==> src/rtl/tdes_pkg.sv <==
package tdes_pkg;
  localparam int unsigned BLK_W   = 64;
  localparam int unsigned HALF_W  = BLK_W / 2;
  localparam int unsigned CD_W    = 56;
  localparam int unsigned SUBK_W  = 48;
  localparam int unsigned ROUNDS  = 16;
  localparam int unsigned PASSES  = 3;
  localparam int unsigned TOTAL   = ROUNDS * PASSES;
  localparam int unsigned CNT_W   = $clog2(TOTAL);

  localparam int unsigned IP_T[64] = '{58,50,42,34,26,18,10,2,60,52,44,36,28,20,12,4,
    62,54,46,38,30,22,14,6,64,56,48,40,32,24,16,8,57,49,41,33,25,17,9,1,
    59,51,43,35,27,19,11,3,61,53,45,37,29,21,13,5,63,55,47,39,31,23,15,7};
  localparam int unsigned FP_T[64] = '{40,8,48,16,56,24,64,32,39,7,47,15,55,23,63,31,
    38,6,46,14,54,22,62,30,37,5,45,13,53,21,61,29,36,4,44,12,52,20,60,28,
    35,3,43,11,51,19,59,27,34,2,42,10,50,18,58,26,33,1,41,9,49,17,57,25};
  localparam int unsigned E_T[48] = '{32,1,2,3,4,5,4,5,6,7,8,9,8,9,10,11,12,13,12,13,
    14,15,16,17,16,17,18,19,20,21,20,21,22,23,24,25,24,25,26,27,28,29,28,29,30,31,32,1};
  localparam int unsigned P_T[32] = '{16,7,20,21,29,12,28,17,1,15,23,26,5,18,31,10,
    2,8,24,14,32,27,3,9,19,13,30,6,22,11,4,25};
  localparam int unsigned PC1_T[56] = '{57,49,41,33,25,17,9,1,58,50,42,34,26,18,
    10,2,59,51,43,35,27,19,11,3,60,52,44,36,63,55,47,39,31,23,15,7,
    62,54,46,38,30,22,14,6,61,53,45,37,29,21,13,5,28,20,12,4};
  localparam int unsigned PC2_T[48] = '{14,17,11,24,1,5,3,28,15,6,21,10,23,19,12,4,
    26,8,16,7,27,20,13,2,41,52,31,37,47,55,30,40,51,45,33,48,44,49,39,56,
    34,53,46,42,50,36,29,32};

  // each box: 64 nibbles, row-major (row = outer bits, col = inner four)
  localparam logic [255:0] SBOX_T[8] = '{
    256'he4d12fb83a6c5907_0f74e2d1a6cb9538_41e8d62bfc973a50_fc8249175b3ea06d,
    256'hf18e6b34972dc05a_3d47f28ec01a69b5_0e7ba4d158c6932f_d8a13f42b67c05e9,
    256'ha09e63f51dc7b428_d70934a6285ecbf1_d6498f30b12c5ae7_1ad069874fe3b52c,
    256'h7de3069a1285bc4f_d8b56f03472c1ae9_a690cb7df13e5284_3f06a1d8945bc72e,
    256'h2c417ab6853fd0e9_eb2c47d150fa3986_421bad78f9c5630e_b8c71e2d6f09a453,
    256'hc1af92680d34e75b_af427c9561de0b38_9ef528c3704a1db6_432c95fabe17608d,
    256'h4b2ef08d3c975a61_d0b7491ae35c2f86_14bdc37eaf680592_6bd814a7950fe23c,
    256'hd2846fb1a93e50c7_1fd8a374c56b0e92_7b419ce206adf358_21e74a8dfc90356b};

  function automatic logic [63:0] perm_ip(input logic [63:0] x);
    for (int i = 0; i < 64; i++) perm_ip[63-i] = x[64-IP_T[i]];
  endfunction
  function automatic logic [63:0] perm_fp(input logic [63:0] x);
    for (int i = 0; i < 64; i++) perm_fp[63-i] = x[64-FP_T[i]];
  endfunction
  function automatic logic [47:0] perm_e(input logic [31:0] x);
    for (int i = 0; i < 48; i++) perm_e[47-i] = x[32-E_T[i]];
  endfunction
  function automatic logic [31:0] perm_p(input logic [31:0] x);
    for (int i = 0; i < 32; i++) perm_p[31-i] = x[32-P_T[i]];
  endfunction
  function automatic logic [55:0] perm_pc1(input logic [63:0] x);
    for (int i = 0; i < 56; i++) perm_pc1[55-i] = x[64-PC1_T[i]];
  endfunction
  function automatic logic [47:0] perm_pc2(input logic [55:0] x);
    for (int i = 0; i < 48; i++) perm_pc2[47-i] = x[56-PC2_T[i]];
  endfunction
endpackage

==> src/rtl/tdes_ctrl.sv <==
module tdes_ctrl
  import tdes_pkg::*;
(
  input  logic             clk_i,
  input  logic             rst_ni,
  input  logic             en_i,
  input  logic             encrypt_i,
  output logic [CNT_W-1:0] cnt_o,
  output logic             blk_start_o,
  output logic             pass_enc_o,
  output logic             last_o,
  output logic [1:0]       key_sel_o,
  output logic             valid_o
);
  localparam logic [CNT_W-1:0] LAST = CNT_W'(TOTAL - 1);

  logic [CNT_W-1:0] cnt_q;
  logic             mode_q, mode_eff, valid_q;
  logic [1:0]       pass;

  always_ff @(posedge clk_i or negedge rst_ni) begin
    if (!rst_ni) begin
      cnt_q   <= '0;
      mode_q  <= 1'b1;
      valid_q <= 1'b0;
    end else begin
      valid_q <= en_i && (cnt_q == LAST);
      if (!en_i || cnt_q == LAST) cnt_q <= '0;
      else                        cnt_q <= cnt_q + 1'b1;
      if (en_i && cnt_q == '0) mode_q <= encrypt_i;
    end
  end

  assign blk_start_o = (cnt_q == '0);
  assign last_o      = (cnt_q == LAST);
  assign mode_eff    = blk_start_o ? encrypt_i : mode_q;
  assign pass        = cnt_q[CNT_W-1 -: 2];
  assign pass_enc_o  = mode_eff ^ (pass == 2'd1);
  assign key_sel_o   = mode_eff ? pass : 2'd2 - pass;
  assign cnt_o       = cnt_q;
  assign valid_o     = valid_q;


  valid_single_chk: assert property (@(posedge clk_i) disable iff (!rst_ni)
    valid_o |=> !valid_o);

  abort_clear_chk: assert property (@(posedge clk_i) disable iff (!rst_ni)
    !en_i |=> (cnt_q == '0 && !valid_o));

  ksel_step_chk: assert property (@(posedge clk_i) disable iff (!rst_ni)
    (en_i && cnt_q == CNT_W'(ROUNDS - 1)) |=> (key_sel_o != $past(key_sel_o)));

  valid_lat_chk: assert property (@(posedge clk_i) disable iff (!rst_ni)
    valid_o |-> ($past(cnt_q) == LAST && $past(en_i)));

  ksel_legal_chk: assert property (@(posedge clk_i) disable iff (!rst_ni)
    key_sel_o != 2'b11);
endmodule

==> src/rtl/tdes_keystep.sv <==
module tdes_keystep
  import tdes_pkg::*;
(
  input  logic [BLK_W-1:0]  key_i,
  input  logic [CD_W-1:0]   cd_i,
  input  logic              pass_start_i,
  input  logic              pass_enc_i,
  input  logic [3:0]        rnd_i,
  output logic [SUBK_W-1:0] subkey_o,
  output logic [CD_W-1:0]   cd_o
);
  localparam int unsigned HW = CD_W / 2;

  logic [CD_W-1:0] src, used;
  logic [HW-1:0]   c, d;
  logic            one_enc, one_dec;

  assign src     = pass_start_i ? perm_pc1(key_i) : cd_i;
  assign c       = src[CD_W-1:HW];
  assign d       = src[HW-1:0];
  // single-position shift rounds; decrypt mirrors the schedule
  assign one_enc = (rnd_i == 4'd0) || (rnd_i == 4'd1) || (rnd_i == 4'd8) || (rnd_i == 4'd15);
  assign one_dec = (rnd_i == 4'd0) || (rnd_i == 4'd7) || (rnd_i == 4'd14) || (rnd_i == 4'd15);

  always_comb begin
    if (pass_enc_i) begin
      used = one_enc ? {c[HW-2:0], c[HW-1], d[HW-2:0], d[HW-1]}
                     : {c[HW-3:0], c[HW-1:HW-2], d[HW-3:0], d[HW-1:HW-2]};
      cd_o = used;
    end else begin
      used = src;
      cd_o = one_dec ? {c[0], c[HW-1:1], d[0], d[HW-1:1]}
                     : {c[1:0], c[HW-1:2], d[1:0], d[HW-1:2]};
    end
  end

  assign subkey_o = perm_pc2(used);
endmodule

==> src/rtl/tdes_round.sv <==
module tdes_round
  import tdes_pkg::*;
(
  input  logic [BLK_W-1:0]  lr_i,
  input  logic [SUBK_W-1:0] subkey_i,
  output logic [BLK_W-1:0]  lr_o
);
  logic [HALF_W-1:0] l, r, sout;
  logic [SUBK_W-1:0] x;

  assign l = lr_i[BLK_W-1:HALF_W];
  assign r = lr_i[HALF_W-1:0];
  assign x = perm_e(r) ^ subkey_i;

  always_comb begin
    sout = '0;
    for (int s = 0; s < 8; s++) begin
      logic [5:0] six;
      logic [5:0] idx;
      six = x[SUBK_W-1-6*s -: 6];
      idx = {six[5], six[0], six[4:1]};
      sout[HALF_W-1-4*s -: 4] = SBOX_T[s][255-4*idx -: 4];
    end
  end

  assign lr_o = {r, l ^ perm_p(sout)};
endmodule

==> src/rtl/tdes_core.sv <==
module tdes_core
  import tdes_pkg::*;
(
  input  logic        clk_i,
  input  logic        rst_ni,
  input  logic        en_i,
  input  logic        encrypt_i,
  input  logic [63:0] data_i,
  input  logic [63:0] key_i,
  output logic [1:0]  key_sel_o,
  output logic [63:0] data_o,
  output logic        valid_o
);
  logic [CNT_W-1:0]  cnt;
  logic              blk_start, pass_enc, last, pass_start;
  logic [BLK_W-1:0]  lr_q, lr_src, lr_nxt, res_q;
  logic [CD_W-1:0]   cd_q, cd_nxt;
  logic [SUBK_W-1:0] subkey;

  tdes_ctrl u_ctrl (
    .clk_i, .rst_ni, .en_i, .encrypt_i,
    .cnt_o(cnt), .blk_start_o(blk_start), .pass_enc_o(pass_enc),
    .last_o(last), .key_sel_o, .valid_o
  );

  assign pass_start = (cnt[3:0] == 4'd0);

  // FP then IP between passes cancel; only the half swap remains
  always_comb begin
    if (blk_start)       lr_src = perm_ip(data_i);
    else if (pass_start) lr_src = {lr_q[HALF_W-1:0], lr_q[BLK_W-1:HALF_W]};
    else                 lr_src = lr_q;
  end

  tdes_keystep u_key (
    .key_i, .cd_i(cd_q), .pass_start_i(pass_start), .pass_enc_i(pass_enc),
    .rnd_i(cnt[3:0]), .subkey_o(subkey), .cd_o(cd_nxt)
  );

  tdes_round u_round (.lr_i(lr_src), .subkey_i(subkey), .lr_o(lr_nxt));

  always_ff @(posedge clk_i or negedge rst_ni) begin
    if (!rst_ni) begin
      lr_q  <= '0;
      cd_q  <= '0;
      res_q <= '0;
    end else if (en_i) begin
      lr_q <= lr_nxt;
      cd_q <= cd_nxt;
      if (last) res_q <= perm_fp({lr_nxt[HALF_W-1:0], lr_nxt[BLK_W-1:HALF_W]});
    end
  end

  assign data_o = res_q;


  result_hold_chk: assert property (@(posedge clk_i) disable iff (!rst_ni)
    (!$past(en_i) || !$past(last)) |-> $stable(data_o));
endmodule

==> config.mk <==
export PLATFORM = sky130hd
export DESIGN_NAME = tdes_core
export DESIGN_NICKNAME = d
export VERILOG_FILES = /design/src/rtl/tdes_pkg.sv /design/src/rtl/tdes_ctrl.sv /design/src/rtl/tdes_keystep.sv /design/src/rtl/tdes_round.sv /design/src/rtl/tdes_core.sv
export SDC_FILE = /design/constraint.sdc
export NUM_CORES = 1
export LEC_CHECK = 0
export ABC_AREA = 1
export BUFFER_PORTS_ARGS = -buffer_cell sky130_fd_sc_hd__buf_4
export CAP_MARGIN = 40
export CORE_ASPECT_RATIO = 0.75
export CORE_UTILIZATION = 45
export CTS_CLUSTER_DIAMETER = 80
export DETAILED_ROUTE_END_ITERATION = 6
export PLACE_DENSITY = 0.73
export SYNTH_ARGS = -nofsm -noshare
export SYNTH_HDL_FRONTEND = slang
export SYNTH_SLANG_ARGS = --single-unit
==> constraint.sdc <==
create_clock -name clk_i -period 4.6 [get_ports clk_i]
set_input_delay 1.38 -clock clk_i [delete_from_list [all_inputs] [get_ports clk_i]]
set_output_delay 1.38 -clock clk_i [all_outputs]
set_load 0.03 [all_outputs]
# Yosys cells after proc, flatten, opt, wreduce, memory -nomap -nowiden
# Cells that the tools add are included.
dict set report totals {
  reg_bits 192
  output_inout_bits 67
  word_cells 57
}
dict set report classes {
  n_addsub 10
  eq_ne 7
  shift 8
  mux 10
  n_bitwise 3
  reduce_logical 13
}
# cell count
set op_table {}
lappend op_table {{$shiftx A259 B33 Y4 const A} 8}
lappend op_table {{$mux W56} 5}
lappend op_table {{$mux W64} 2}
lappend op_table {{$sub A8 B8 Y9 const A} 8}
lappend op_table {{$xor A48 B48 Y48} 1}
lappend op_table {{$xor A32 B32 Y32} 1}
lappend op_table {{$eq A4 B4 Y1 const B} 3}
lappend op_table {{$logic_or A1 B1 Y1} 7}
lappend op_table {{$add A6 B1 Y6 const B} 1}
lappend op_table {{$eq A6 B6 Y1 const B} 1}
lappend op_table {{$logic_not A6 Y1} 1}
lappend op_table {{$mux W6} 1}
lappend op_table {{$eq A4 B1 Y1 const B} 1}
lappend op_table {{$eq A4 B3 Y1 const B} 1}
lappend op_table {{$logic_not A4 Y1} 1}
lappend op_table {{$eq A2 B1 Y1 const B} 1}
lappend op_table {{$logic_and A1 B1 Y1} 2}
lappend op_table {{$mux W2} 1}
lappend op_table {{$reduce_and A2 Y1} 1}
lappend op_table {{$sub A2 B2 Y2 const A} 1}
lappend op_table {{$logic_not A1 Y1} 1}
lappend op_table {{$mux W1} 1}
lappend op_table {{$xor A1 B1 Y1} 1}

# Logic depth before layout (Yosys ltp)
dict set report logic_depth {
  depth_word 10
  ltp_mapped 28
  ltp_nobuf 26
}

# Hierarchy
# Synthesis repeated with hierarchy kept, for this count alone.
dict set report hier_totals {
  cells_unflattened 3180
  hier_area_um2 18860.6
}
# module n_inst cells_each area_each_um2 seq_area_each_um2
set by_module_without_submodules {}
lappend by_module_without_submodules {tdes_core 1 1024 8685.8 4604.4}
lappend by_module_without_submodules {tdes_round 1 1248 6059.6 0.0}
lappend by_module_without_submodules {tdes_keystep 1 847 3608.5 0.0}
lappend by_module_without_submodules {tdes_ctrl 1 61 506.7 201.4}

# Least setup slack after synthesis
# OpenSTA, ideal clock, no wires.
dict set report synth_path {
  path_kind {in2reg}
  start {in encrypt_i}
  end {reg lr_q[25]}
  setup_ns 0.118
  arrival_ns 3.583
  required_time_ns 4.482
  path_slack_ns 0.899
  path_stages 20
  path_buffers 2
  path_cell_list {nand4_1 > nand3_2 > nand2_4 > buf_6 > buf_4 > nand2_1 > nand3_1 > nand2_1 > inv_1 > ha_1 > inv_1 > nand3_1 > nand2_1 > nand2_1 > nand3_1 > nand3_1 > nand2_1 > nand2_1 > nand3_1 > nand2_1}
}
dict set report synth_via {
  elab_chain_cells 7
}
# element line
set synth_lines {}
lappend synth_lines {{start: declaration} tdes_core.sv:7} ;# input logic encrypt_i,
lappend synth_lines {{$mux W1} tdes_ctrl.sv:36} ;# assign mode_eff = blk_start_o ? encrypt_i : mode_q;
lappend synth_lines {{$xor A1 B1 Y1} tdes_ctrl.sv:38} ;# assign pass_enc_o = mode_eff ^ (pass == 2'd1);
lappend synth_lines {{$mux W56} tdes_keystep.sv:26} ;# if (pass_enc_i) begin
lappend synth_lines {{$xor A48 B48 Y48} tdes_round.sv:13} ;# assign x = perm_e(r) ^ subkey_i;
lappend synth_lines {{$sub A8 B8 Y9} tdes_round.sv:22} ;# sout[HALF_W-1-4*s -: 4] = SBOX_T[s][255-4*idx -: 4];
lappend synth_lines {{$shiftx A259 B33 Y4} tdes_round.sv:22}
lappend synth_lines {{$xor A32 B32 Y32} tdes_round.sv:26} ;# assign lr_o = {r, l ^ perm_p(sout)};
lappend synth_lines {{end signal: assignment} tdes_core.sv:48} ;# lr_q <= lr_nxt;
lappend synth_lines {{end: declaration} tdes_core.sv:16} ;# logic [BLK_W-1:0] lr_q, lr_src, lr_nxt, res_q;
# No other way between the ends.
# A chain may end at the register's enable or synchronous reset.

# Worst setup path in the final report
dict set report layout_path {
  start {reg u_ctrl.cnt_q[0], in the netlist u_ctrl.cnt_o[0]}
  end {reg res_q[60], in the netlist data_o[60]}
}
dict set report layout_via {
  elab_chain_cells 10
  elab_cells_between_ends 21
  classes_between {1 x add/sub; 4 x eq/ne; 1 x shift; 6 x mux; 3 x bitwise; 6 x reduce/logical}
}
# element line
set layout_lines {}
lappend layout_lines {{start: declaration} tdes_ctrl.sv:17} ;# logic [CNT_W-1:0] cnt_q;
lappend layout_lines {{start signal: assignment} tdes_ctrl.sv:29} ;# else cnt_q <= cnt_q + 1'b1;
lappend layout_lines {{$eq A4 B1 Y1 or $logic_not A4 Y1 (tied branches)} {tdes_keystep.sv:22, tdes_core.sv:26}}
lappend layout_lines {{$logic_or A1 B1 Y1 (3 in series)} tdes_keystep.sv:22} ;# assign one_enc = (rnd_i == 4'd0) || (rnd_i == 4'd1) || (rnd_i == 4'd8) || (rnd_i == 4'd15);
lappend layout_lines {{$mux W56} tdes_keystep.sv:27} ;# used = one_enc ? {c[HW-2:0], c[HW-1], d[HW-2:0], d[HW-1]}
lappend layout_lines {{$mux W56} tdes_keystep.sv:26}
lappend layout_lines {{$xor A48 B48 Y48} tdes_round.sv:13}
lappend layout_lines {{$sub A8 B8 Y9} tdes_round.sv:22}
lappend layout_lines {{$shiftx A259 B33 Y4} tdes_round.sv:22}
lappend layout_lines {{$xor A32 B32 Y32} tdes_round.sv:26}
lappend layout_lines {{end signal: assignment} tdes_core.sv:50} ;# if (last) res_q <= perm_fp({lr_nxt[HALF_W-1:0], lr_nxt[BLK_W-1:HALF_W]});
lappend layout_lines {{end: declaration} tdes_core.sv:16}
# Several ways; a longest one is shown, not always the timed one.

==> flow_summary.yaml <==
run_status:
  status: "finished, final reports clean"
logic_synthesis:
  synth_largest_area_cell: "dfrtp_1"
  syn-cell-area_mm2: 0.0184
  ys_seq_elements: 192
  synth_largest_type_area_fraction_pct: 25.9
  syn_nets: 3260
  async_flop_share_pct: 100
  synth_flop_cell: "dfrtp_1"
  yosys_warnings: 0
  ys_seq_area_share_pct: 26.1
  synth.distinct_cells: 42
  synth_edf_count: 0
  synthTopCellsByArea: "dfrtp_1 (26%), nand2_1 (26%), nand3_1 (15%), o21ai_0 (5.5%), ha_1 (4.2%)"
  synth.avg_cell_area_um2: 6.01
  synth_cells: 3066
worst_hold_path:
  hold_depth: 2
  min_from: "data_o[8]"
  hold_class: "register to register"
  holdPathEnd: "data_o[8]"
placed_design:
  post-dp-hpwl_um: 51400
  place_area_mm2: 0.0202
  port_buffers: 190
  place_congestion: 0.931
critical_path:
  regToRegSetupSlack_ps: 490
  regToRegStartpoint: "u_ctrl.cnt_o[0]"
  crit_arrival_ps: 4490
  crit_slowest_cell: "dfrtp_1"
  cp-end-kind: "register"
  cp_max_fo: 62
  path_common_cell: "nand2_1"
  cpPeakStageDelay_ps: 430
  reg2reg_to: "data_o[60]"
  crit_buf_inv: 3
  cp_top_family: "simple AND/OR/NAND/NOR gates"
  start_kind: "register"
  rr_worst_depth: 20
  required_ps: 4980
  crit_chain: "inv_1 > ha_2 > nand2_8 > buf_12 > nand2_1 > o21ai_1 > nor2_2 > inv_1 > nand3_1 > nand2_1 > ha_1 > nand2_1 > a21oi_1 > nor2_1 > nand2_1 > nand2_1 > nand2_1 > nand2_1 > nand3_1 > nand2_1"
  worstSetupPathType: "register to register"
finish:
  final_net_count: 3378
  utilization_pct: 52.1
  final_area_mm2: 0.0208
  drive_above_1_share_pct: 13.3
  area_growth_pct: 12.9
  n_antenna_cell: 0
clock_network:
  cts_sinks: 192
  cts_root_buffer: "clkbuf_16"
  clkLatencyLatePin_ps: 490
  cts_buffer_depth: 2
  htreeDepth: 4
  clk_pin_slew_worst_paths_ps: 80
  cts_inserted_buffers: 17
  ctsHoldBuffers: 0
  cts_tree: "built"
global_routing:
  grt_antenna_before_repair: 0
  grt_max_degree: 143
  first_global_vias: 19600
  gr-total-overflow: 0
  grt_pass1_wl_um: 108000
  grt_use_total_pct: 33.0
routing:
  drtPass1Iterations: 6
  detail_route.wl_per_cell_um: 18.5
  antenna_left: 0
  vias: 21200
  via_per_inst: 5.71
  drt_iter0_drc: 2235
  drcViolationCount: 0
  wirelength_um: 68800
run:
  drv_cap: 0
die:
  fp.dieH_um: 177
  die_w_um: 236
  row_count: 63
  initial_core_util_pct: 46.1
  coreArea_mm2: 0.0400
  io_pins: 199
  dieArea_mm2: 0.0418
power_and_ir_drop:
  p_sw_mw: 7.19
  power.total_mw: 12.9
  power_frac_clock_pct: 13.0
  peakVddDrop_mv: 0.352
  swShare_pct: 55.9
  comb_power_share_pct: 68.7
  power_frac_seq_pct: 18.3
  p_int_mw: 5.68
  p_leak_nw: 11.0
  power.density_mw_per_mm2: 618
timing:
  timing_hold_violations_final: 0
  clock_skew_ps: 13.3
  relSlewSlack_pct: 38.7
  timing.hold.ws_ps: 486
  drv_slew: 0
  rsz0062_at_grt: "false"
  worst_pin_slew_ps: 919
  finalCriticalPeriod_ps: 4110
  final.setup.tns_ps: 0
  fmax_ghz: 0.243
  min_period_over_period_pct: 89.4
  finalSetupViolations: 0
worst max path at each step:
stage                          from         end  slack [ps]  cells after the start
floorplan                 encrypt_i    lr_q[25]         900                     20
global placement    u_ctrl.cnt_o[0]  data_o[40]         430                     23
detailed placement        encrypt_i     lr_q[6]         380                     18
CTS                 u_ctrl.cnt_o[0]  data_o[40]         380                     23
global route        u_ctrl.cnt_o[0]  data_o[54]         140                     21
finish              u_ctrl.cnt_o[0]  data_o[60]         490                     20
flip-flops by register name, indices dropped and copies added (netlist names):
register,cells
lr_q,64
u_ctrl.cnt_o,6
u_ctrl.mode_q,1
data_o,64
u_ctrl.valid_o,1
cd_q,56
cell families (layout without fill, tap and decap cells):
family / count (synthesis) / after routing / share of synthesized area (%)
and+or+nand+nor: 2012 / 2012 / 46.7
AOI/OAI and AO/OA: 397 / 397 / 12.2
buffers and inverters: 390 / 521 / 9.97
DFF: 192 / 192 / 26.1
adders and majority gates: 62 / 62 / 4.21
xor gates and xnor gates: 13 / 13 / 0.821
cells in the final DEF, fill, tap and decap left out, drive strengths merged, types with 2 or more instances in the layout:
cell	instances
and3	3
bufinv	3
nand3b	27
nand3	571
a31oi	27
clkbuf	21
a21oi	60
o21ai	273
nand2	1302
nand4	4
nor3	2
buf	262
o211ai	26
xor2	13
ha	62
dfrtp	191
o311ai	3
inv	232
nor2	96
clkinvlp	2
a211oi	6
or2	6
worst reg2reg max path, stage by stage (launching register included):
cell and delay [ps]:
dfrtp_1 430, inv_1 110, ha_2 380, nand2_8 330, buf_12 380, nand2_1 90
o21ai_1 80, nor2_2 390, inv_1 180, nand3_1 120, nand2_1 210, ha_1 430
nand2_1 120, a21oi_1 250, nor2_1 80, nand2_1 80, nand2_1 80, nand2_1 80
nand2_1 60, nand3_1 70, nand2_1 60
metrics by stage:
step / instances / setup slack (ps)
after floorplan: 3066 / 899
after global placement: 3685 / 429
after detailed placement: 3685 / 383
after CTS: 3717 / 376
after global routing: 3717 / 139
final: 3717 / 488
area by class of cell:
cell class                 instances  area, µm²
fill                            4062      19200
multi-input combinational       2484      11800
sequential                       192       4810
timing repair buffer             263       2080
inverter                         226        848
tap                              520        651
clock buffer                      20        447
clock inverter                    12        171
Yosys cell counts (9+ instances only):
cell type	instances
buf_6	22
ha_1	62
a21oi_2	10
o21ai_1	49
inv_2	27
a31oi_1	26
nor2_2	9
o21ai_0	201
a21oi_1	50
nand3b_1	27
inv_1	198
nand3_1	562
nor2_1	85
buf_1	10
clkbuf_1	57
buf_2	32
nand2_2	34
nand2_1	1264
o21ai_2	23
buf_4	42
dfrtp_1	191
o211ai_1	26
repair_timing:
| item | in CTS | in global routing |
|---|---|---|
| buffers inserted | 0 | 0 |
| setup endpoints to repair | 0 | 9 |
| gates resized for setup | 0 | 1 |
power by group through the flow:
stage / Sequential (mW) / Clock, mW / Combinational [mW]
floorplan: 2.34 / 0 / 6.45
global placement: 2.35 / 0 / 8.56
detailed placement: 2.37 / 0 / 8.63
CTS: 2.34 / 1.70 / 8.68
global route: 2.40 / 1.75 / 9.91
finish: 2.35 / 1.68 / 8.84
layer usage:
layer	global-route usage (%)	share of wire, %	up-vias
met2	53.8	45	979
li1	-	-	10200
met4	13.7	4.0	0
met5	0	0	-
met1	44.1	44	9882
met3	4.24	7.0	140
Power figures use the tool's default switching activity.
